**src/rtl/lapic_pkg.sv**
```systemverilog
package lapic_pkg;

    localparam int VEC_W   = 8;
    localparam int NUM_VEC = 1 << VEC_W;
    localparam int CLS_W   = VEC_W / 2;

    typedef logic [VEC_W-1:0]   vec_t;
    typedef logic [NUM_VEC-1:0] vec_map_t;

    typedef struct packed {
        vec_map_t irr;
        vec_map_t isr;
        vec_map_t tmr;
        vec_t     tpr;
    } lapic_state_t;

endpackage

```
**src/rtl/lapic_hi_find.sv**
```systemverilog
// Finds the highest set bit of a wide vector: per-group search, then group select.
module lapic_hi_find #(
    parameter int W   = 256,
    parameter int GRP = 16
) (
    input  logic [W-1:0]         bits,
    output logic                 any,
    output logic [$clog2(W)-1:0] idx
);
    localparam int NG = W / GRP;
    localparam int GW = $clog2(GRP);
    localparam int NW = (NG > 1) ? $clog2(NG) : 1;

    logic [NG-1:0]         g_any;
    logic [NG-1:0][GW-1:0] g_idx;

    for (genvar g = 0; g < NG; g++) begin : g_grp
        logic [GW-1:0] loc_idx;
        always_comb begin
            loc_idx = '0;
            for (int i = 0; i < GRP; i++) begin
                if (bits[g*GRP + i]) loc_idx = GW'(i);
            end
        end
        assign g_any[g] = |bits[g*GRP +: GRP];
        assign g_idx[g] = loc_idx;
    end

    logic [NW-1:0] sel;
    always_comb begin
        sel = '0;
        for (int g = 0; g < NG; g++) begin
            if (g_any[g]) sel = NW'(g);
        end
    end

    assign any = |g_any;
    assign idx = $clog2(W)'({sel, g_idx[sel]});
endmodule

```
**src/rtl/lapic_vec_decode.sv**
```systemverilog
// Vector number to one-hot mask, gated by an enable.
module lapic_vec_decode #(
    parameter int VEC_W = 8
) (
    input  logic                  en,
    input  logic [VEC_W-1:0]      vec,
    output logic [(1<<VEC_W)-1:0] onehot
);
    localparam int N = 1 << VEC_W;
    always_comb begin
        onehot = '0;
        if (en) onehot[vec] = 1'b1;
    end
endmodule

```
**src/rtl/lapic_prio_calc.sv**
```systemverilog
// Processor priority and deliverability from task priority and the highest vectors.
module lapic_prio_calc #(
    parameter int VEC_W = 8
) (
    input  logic [VEC_W-1:0] tpr,
    input  logic             isr_any,
    input  logic [VEC_W-1:0] isr_hi,
    input  logic             irr_any,
    input  logic [VEC_W-1:0] irr_hi,
    output logic [VEC_W-1:0] ppr,
    output logic             pending
);
    localparam int CLS_W = VEC_W / 2;
    localparam int SUB_W = VEC_W - CLS_W;

    logic [VEC_W-1:0] svc_top;
    logic [CLS_W-1:0] tpr_cls, svc_cls, irr_cls, ppr_cls;

    always_comb begin
        svc_top = isr_any ? isr_hi : '0;
        tpr_cls = tpr[VEC_W-1 -: CLS_W];
        svc_cls = svc_top[VEC_W-1 -: CLS_W];
        if (tpr_cls >= svc_cls) ppr = tpr;
        else                    ppr = {svc_cls, {SUB_W{1'b0}}};
        ppr_cls = ppr[VEC_W-1 -: CLS_W];
        irr_cls = irr_hi[VEC_W-1 -: CLS_W];
        pending = irr_any && (irr_cls > ppr_cls);
    end
endmodule

```
**src/rtl/lapic_acceptor.sv**
```systemverilog
module lapic_acceptor
    import lapic_pkg::*;
(
    input  logic       clk,
    input  logic       rst_n,
    input  logic       sw_enable,
    input  logic       tpr_we,
    input  logic [7:0] tpr_wdata,
    input  logic       acc_valid,
    input  logic [7:0] acc_vector,
    input  logic       acc_level,
    output logic       acc_fresh,
    input  logic       ack_req,
    output logic       ack_valid,
    output logic [7:0] ack_vector,
    input  logic       eoi,
    output logic       irq_pending,
    output logic [7:0] ppr,
    input  logic [7:0] qry_vector,
    output logic       qry_irr,
    output logic       qry_isr,
    output logic       qry_tmr
);
    lapic_state_t st_d, st_q;

    // Named views of the state for the bound checker.
    vec_map_t irr_cur, isr_cur, tmr_cur;
    vec_t     tpr_cur;
    assign irr_cur = st_q.irr;
    assign isr_cur = st_q.isr;
    assign tmr_cur = st_q.tmr;
    assign tpr_cur = st_q.tpr;

    logic irr_any, isr_any;
    vec_t irr_hi, isr_hi;

    lapic_hi_find #(.W(NUM_VEC), .GRP(16)) u_irr_hi (
        .bits(st_q.irr), .any(irr_any), .idx(irr_hi)
    );
    lapic_hi_find #(.W(NUM_VEC), .GRP(16)) u_isr_hi (
        .bits(st_q.isr), .any(isr_any), .idx(isr_hi)
    );

    lapic_prio_calc #(.VEC_W(VEC_W)) u_prio (
        .tpr(st_q.tpr), .isr_any(isr_any), .isr_hi(isr_hi),
        .irr_any(irr_any), .irr_hi(irr_hi),
        .ppr(ppr), .pending(irq_pending)
    );

    logic acc_take, eoi_take;
    assign acc_take  = acc_valid & sw_enable;
    assign eoi_take  = eoi & isr_any;
    assign ack_valid = ack_req & irq_pending;

    vec_map_t acc_mask, ack_mask, eoi_mask;

    lapic_vec_decode #(.VEC_W(VEC_W)) u_acc_dec (
        .en(acc_take), .vec(acc_vector), .onehot(acc_mask)
    );
    lapic_vec_decode #(.VEC_W(VEC_W)) u_ack_dec (
        .en(ack_valid), .vec(irr_hi), .onehot(ack_mask)
    );
    lapic_vec_decode #(.VEC_W(VEC_W)) u_eoi_dec (
        .en(eoi_take), .vec(isr_hi), .onehot(eoi_mask)
    );

    always_comb begin
        acc_fresh  = acc_take & ~st_q.irr[acc_vector];
        ack_vector = ack_valid ? irr_hi : '0;
        qry_irr    = st_q.irr[qry_vector];
        qry_isr    = st_q.isr[qry_vector];
        qry_tmr    = st_q.tmr[qry_vector];
    end

    always_comb begin
        st_d = st_q;
        if (tpr_we) st_d.tpr = tpr_wdata;
        st_d.irr = (st_q.irr & ~ack_mask) | acc_mask;
        st_d.isr = (st_q.isr & ~eoi_mask) | ack_mask;
        if (acc_take) begin
            if (acc_level) st_d.tmr = st_q.tmr | acc_mask;
            else           st_d.tmr = st_q.tmr & ~acc_mask;
        end
    end

    always_ff @(posedge clk or negedge rst_n) begin
        if (!rst_n) st_q <= '0;
        else        st_q <= st_d;
    end
endmodule

```
**config.mk**
```make
export PLATFORM = sky130hd
export DESIGN_NAME = lapic_acceptor
export DESIGN_NICKNAME = d
export VERILOG_FILES = /design/src/rtl/lapic_pkg.sv /design/src/rtl/lapic_hi_find.sv /design/src/rtl/lapic_vec_decode.sv /design/src/rtl/lapic_prio_calc.sv /design/src/rtl/lapic_acceptor.sv
export SDC_FILE = /design/constraint.sdc
export NUM_CORES = 2
export LEC_CHECK = 0
export ABC_AREA = 1
export BUFFER_PORTS_ARGS = -buffer_cell sky130_fd_sc_hd__buf_2
export CORE_MARGIN = 3
export CORE_UTILIZATION = 30
export CTS_CLUSTER_DIAMETER = 100
export CTS_CLUSTER_SIZE = 20
export DETAILED_ROUTE_END_ITERATION = 8
export SLEW_MARGIN = 30
export SYNTH_ARGS = -nofsm -noshare
export SYNTH_HDL_FRONTEND = slang
export SYNTH_SLANG_ARGS = --single-unit
```
**constraint.sdc**
```tcl
create_clock -name clk -period 14.6 [get_ports clk]
set_clock_uncertainty 0.15 [all_clocks]
set_input_delay 1.46 -clock clk [delete_from_list [all_inputs] [get_ports clk]]
set_output_delay 1.46 -clock clk [all_outputs]
set_load 0.005 [all_outputs]
```
Word-level counts from Yosys, hierarchy flattened

Cells that the tools add are included.

Memory bits (writable): 0
Input bits: 32
Bits in read-only memories: 0
Word-level logic and storage cells: 600
Bits in registers: 776
Memories: 0
Bits in latches: 0

Equal/unequal tests: 0
Divide/modulo/power cells: 0
Shift operators: 0
Bitwise gates (word level): 14
$lt $le $gt $ge: 11
Multiplexer cells: 535
$mul: 0
$add $sub $neg: 0
Reductions and logical operators: 36

Operators by type and width:

| cell                                                 | number |
|---|---|
| 2-to-1 mux 4 bit                                     | 274 |
| 2-to-1 mux 256 bit                                   | 4 |
| bitwise AND 256 bit                                  | 3 |
| NOT 256 bit                                          | 3 |
| bitwise OR 256 bit                                   | 3 |
| OR reduction 256 bit                                 | 2 |
| OR reduction 16 bit                                  | 30 |
| 2-to-1 mux 3 bit                                     | 136 |
| 2-to-1 mux 2 bit                                     | 68 |
| 2-to-1 mux 1 bit                                     | 41 |
| < comparator 8 x 9 -> 1 bit (second input constant)  | 4 |
| binary-select mux 1 bit (select 8 bit)               | 4 |
| binary-select mux 4 bit (select 4 bit)               | 2 |
| demux 1 bit (select 8 bit)                           | 3 |
| >= comparator 8 x 1 -> 1 bit (second input constant) | 3 |
| 2-to-1 mux 8 bit                                     | 3 |
| < comparator 4 x 5 -> 1 bit (second input constant)  | 2 |
| bitwise AND 1 bit                                    | 4 |
| >= comparator 4 bit                                  | 1 |
| > comparator 4 bit                                   | 1 |
| logical AND 1 bit                                    | 4 |
| NOT 1 bit                                            | 1 |

Longest topological paths before layout

Depth in word-level cells: 28
Mapped depth: 42

Modules after synthesis

From an unflattened synthesis, not the netlist that was laid out.

Cells, all modules: 7256
Area total of the unflattened synthesis: 49947.9 µm²

Modules (own cells, without submodules):

| module                            | times used | cells an instance | area an instance (µm²) | seq. area each (µm²) |
|---|---|---|---|---|
| lapic_acceptor                    | 1          | 4662              | 38246.7                | 19418.6 |
| lapic_hi_find                     | 2          | 713               | 3261.9                 | 0.0 |
| lapic_vec_decode at u_acc_dec ... | 2          | 364               | 1634.1                 | 0.0 |
| lapic_vec_decode at u_eoi_dec     | 1          | 368               | 1505.2                 | 0.0 |
| lapic_prio_calc                   | 1          | 72                | 404.1                  | 0.0 |

Least setup slack after synthesis

OpenSTA, ideal clock, no wires.

Path kind: register to output
Start: register st_q (netlist bit isr_cur[107])
End: output port ack_vector[0]
Slack: 9.100 ns
Stages on the path, launching flop included: 27
Arrival: 3.890 ns
Cell sequence: dfrtp_1 nor2_1 nand3_1 or2_1 inv_2 nand2_1 nor2_1 nand2_1 a31oi_1 o21ai_1 a21oi_2 clkbuf_1 ha_1 a21oi_1 o211ai_1 clkbuf_1 o21a_1 ha_1 nand2_1 o21ai_0 a21oi_1 a41oi_1 o21ai_1 inv_2 nand2_2 buf_6 nor2_1

Cells in the longest elaborated chain, start to end: 18

RTL lines:

| what                          | RTL line              | source |
|---|---|---|
| start, declared               | lapic_acceptor.sv:24  | `lapic_state_t st_d, st_q;` |
| start signal, assigned        | lapic_acceptor.sv:88  | `else st_q <= st_d;` |
| OR reduction 16 bit           | lapic_hi_find.sv:25   | `assign g_any[g] = \|bits[g*GRP +: GRP];` |
| 2-to-1 mux 3 bit (2 in a row) | lapic_hi_find.sv:33   | `if (g_any[g]) sel = NW'(g);` |
| 2-to-1 mux 4 bit (8 in a row) | lapic_hi_find.sv:33   |  |
| 2-to-1 mux 8 bit (*)          | lapic_prio_calc.sv:20 | `svc_top = isr_any ? isr_hi : '0;` |
| >= comparator 4 bit           | lapic_prio_calc.sv:23 | `if (tpr_cls >= svc_cls) ppr = tpr;` |
| 2-to-1 mux 8 bit (*)          | lapic_prio_calc.sv:23 |  |
| > comparator 4 bit (*)        | lapic_prio_calc.sv:27 | `pending = irr_any && (irr_cls > ppr_cls);` |
| logical AND 1 bit (*)         | lapic_prio_calc.sv:27 |  |
| net irq_pending               | lapic_acceptor.sv:17  | `output logic irq_pending,` |
| bitwise AND 1 bit (*)         | lapic_acceptor.sv:53  | `assign ack_valid = ack_req & irq_pending;` |
| 2-to-1 mux 8 bit (*)          | lapic_acceptor.sv:69  | `ack_vector = ack_valid ? irr_hi : '0;` |
| end, declared                 | lapic_acceptor.sv:15  | `output logic [7:0] ack_vector,` |

Mark *: on every way through the listed nets, which the timed path passes. The rest lies on a longest branch.

Worst setup path in the final report

Start: register st_q (netlist bit isr_cur[221])
End: output port ack_vector[0]

Cells in the longest elaborated chain, start to end: 11

RTL lines:

| what                          | RTL line |
|---|---|
| OR reduction 16 bit           | lapic_hi_find.sv:25 |
| 2-to-1 mux 4 bit (3 in a row) | lapic_hi_find.sv:33 |
| 2-to-1 mux 8 bit (*)          | lapic_prio_calc.sv:20 |
| >= comparator 4 bit           | lapic_prio_calc.sv:23 |
| 2-to-1 mux 8 bit (*)          | lapic_prio_calc.sv:23 |
| > comparator 4 bit (*)        | lapic_prio_calc.sv:27 |
| logical AND 1 bit (*)         | lapic_prio_calc.sv:27 |
| bitwise AND 1 bit (*)         | lapic_acceptor.sv:53 |
| 2-to-1 mux 8 bit (*)          | lapic_acceptor.sv:69 |

Every way passes the cells marked *; elsewhere a longest branch is shown, timed or not.

==> flow_summary.toml <==
[run_status]
status = "finished clean"

[clocking]
cts-root-buf = "clkbuf_16"
cts_hold_buf = 0
postCtsSetupRepairBufs = 0
htreeDepth = 2
cts_tree = "built"
clkLatencyLatePin_ns = 0.71
cts_num_sinks = 776
clock_path_buffers = 3
cts_buffers = 49
ctsResizeCount = 0
clk_pin_slew_ns = 0.09

[route]
drt_first_pass_iters = 6
wl_per_cell_um = 25.5
drcViolationCount = 0
drtAntennaViolNets = 0
vias = 50400
via_per_inst = 5.81
drt_iter0_drc = 6990
drt-total-wl_um = 222000

[timing]
worst_slack_ns = 5.76
finalHoldWorstSlack_ns = 0.330
worst_pin_slew_ns = 1.08
fmax_mhz = 113
hold_viol = 0
finalSetupViolations = 0
rsz0062_at_grt = "false"
period_minus_slack_ns = 8.84
fin_setup_tns_ns = 0
drv_slew = 0
fin_crit_sh_pct = 60.6
slew_headroom_pct = 28.0

[final_layout]
area_growth_pct = 8.15
drive_above_1_share_pct = 6.22
fin_nets = 6655

[grt]
gr-usage-met2_pct = 39.3
busiest_layer = "met2"
grt_use_met3_pct = 6.50
grt_max_degree = 173
met1_usage_pct = 35.7
grt_pass1_wl_um = 322000
antenna_found_initial = 10
grt_overflow_total = 0
grt_usage_pct = 26.5
first_global_vias = 47300

[synthesis]
synthDistinctLibCells = 52
yosys-top-cells-area = "dfrtp_1 41%, nand2_1 16%, o21ai_0 9.7%, nand3_1 5.8%, nor2_1 5.6%"
synth_top_cell_by_area = "dfrtp_1"
syn_area_sq_mm = 0.0468
synth_edf_count = 0
syn_inst = 6798
ys_seq_area_share_pct = 41.5
yosysTopAreaCellShare_pct = 41.5
ys_warn_count = 0
synth_nets = 6838
ys.flop_type = "dfrtp_1"
synthArstFlopShare_pct = 100
ys_ff_latch = 776
syn_avg_cell_area_sq_um = 6.89

[die]
core_sq_mm = 0.155
num_io_pins = 54
initial_core_util_pct = 30.3
die_x_um = 401
dieArea_sq_mm = 0.161
chipHeight_um = 401
num_rows = 144

[critical_path]
reg2reg_setup_slack_ns = 6.92
path_class = "reg -> out"
start_kind = "register"
r2r-end = "irr_cur[232]"
r2r.worst_path.cells = 26
required_ns = 12.99
arrival_ns = 7.23
r2r_start = "isr_cur[221]"
cp_max_fo = 41
crit_path_end_kind = "output pin"

[min_path]
holdPathEnd = "irr_cur[132]"
hold_start = "irr_cur[132]"
hold_depth = 2
hp-class = "reg -> reg"

[placement]
gp_congestion = 1.05
dp_hpwl_um = 147000
pre_cts_slack_ns = 6.69
portBuffers = 53

[run]
drv_cap = 0
synth_stat cells (3+ instances only):
cell and number:
nand2_1 2033, o21ai_0 907, dfrtp_1 776, nor2_1 698
nand3_1 542, inv_1 405, clkbuf_1 253, a21oi_1 231
nor3_1 184, o22ai_1 169, buf_2 111, nand4_1 74
nand3_2 35, nor4_1 33, a221oi_1 32, o21bai_1 32
inv_2 24, o221ai_1 23, a22oi_1 22, nor2_4 20
buf_1 19, o32ai_1 18, buf_4 17, o211ai_1 14
buf_6 12, nand3b_1 12, nor2_2 10, a31oi_1 8
ha_1 8, a21boi_0 7, mux2_2 7, nand2_4 7
o21ai_1 7, o31ai_1 6, a22o_1 5, nand2_2 5
a311oi_1 4, and3_1 4, or2_1 4, o21a_1 3
worst max-delay path by stage:
stage	cells after the start	slack, ns	to	from
finish	22	5.76	ack_vector[0]	isr_cur[221]
global route	34	5.40	ack_vector[0]	isr_cur[52]
CTS	22	5.93	ack_vector[0]	isr_cur[221]
detailed placement	22	6.69	ack_vector[0]	isr_cur[221]
global placement	22	6.59	ack_vector[0]	isr_cur[220]
floorplan	26	9.10	ack_vector[0]	isr_cur[107]
metrics by stage:
stage	util [%]	cell area [sq um]	cells
5_1_grt	32.8	50600	8670
3_5_place_dp	31.7	49100	8602
4_1_cts	32.7	50500	8664
3_3_place_gp	31.7	49000	8600
6_report	32.8	50700	8679
2_1_floorplan	-	46800	6798
cell usage in the layout, fill, tap and decap left out, drive strengths merged, types with 14 or more instances in the layout:
cell type	Yosys	routed
clkbuf	253	51
a221oi	32	32
a22oi	22	22
o21bai	32	32
nand2	2045	2045
nand4	74	74
dfrtp	776	776
o221ai	23	23
a21oi	233	233
nor4	35	35
o22ai	169	169
o21ai	914	914
o211ai	14	14
o32ai	18	18
nand3	577	577
buf	160	179
nor2	728	728
inv	429	434
nor3	186	186
cell type report:
cell class / instances / area, sq um
fillers: 16600 / 104000
multi-input cells: 5178 / 24200
flip-flops and latches: 776 / 19400
well taps: 2044 / 2560
inverters: 431 / 1630
repair buffers: 179 / 1410
clock buffers: 51 / 1280
clock inverters: 11 / 159
diodes: 9 / 22.5
routing by layer:
metal	share of wire [%]	vias up
met2	42	3247
met4	5.7	12
li1	-	22400
met1	40	24200
met3	12	641
met5	0.049	-
kinds of logic after synthesis:
kind of cell,Yosys count,share of synthesized area (%)
simple gates,3666,33.1
compound gates,1497,17.7
mux,7,0.168
flops,776,41.5
buf+inv,844,7.41
fa+ha+maj,8,0.214
critical path, cell delays in order (launching register included):
cell and delay (ns):
dfrtp_1 0.42, nor4_1 0.65, inv_1 0.12, nor4_1 0.73, nand2_1 0.21, nand2_4 0.39, nand2_4 0.45, ha_1 0.35
inv_1 0.05, a21oi_1 0.05, o211ai_1 0.65, nand2_1 0.11, o21a_1 0.16, ha_1 0.32, nand2_1 0.06, o21ai_0 0.14
a21oi_1 0.08, a41oi_1 0.19, o21ai_1 0.12, inv_2 0.07, nand2_2 0.20, nor2_1 0.72, buf_2 0.24
Power is not shown: default switching activity piles up to over one toggle a cycle in this logic, so the estimate is an artifact.
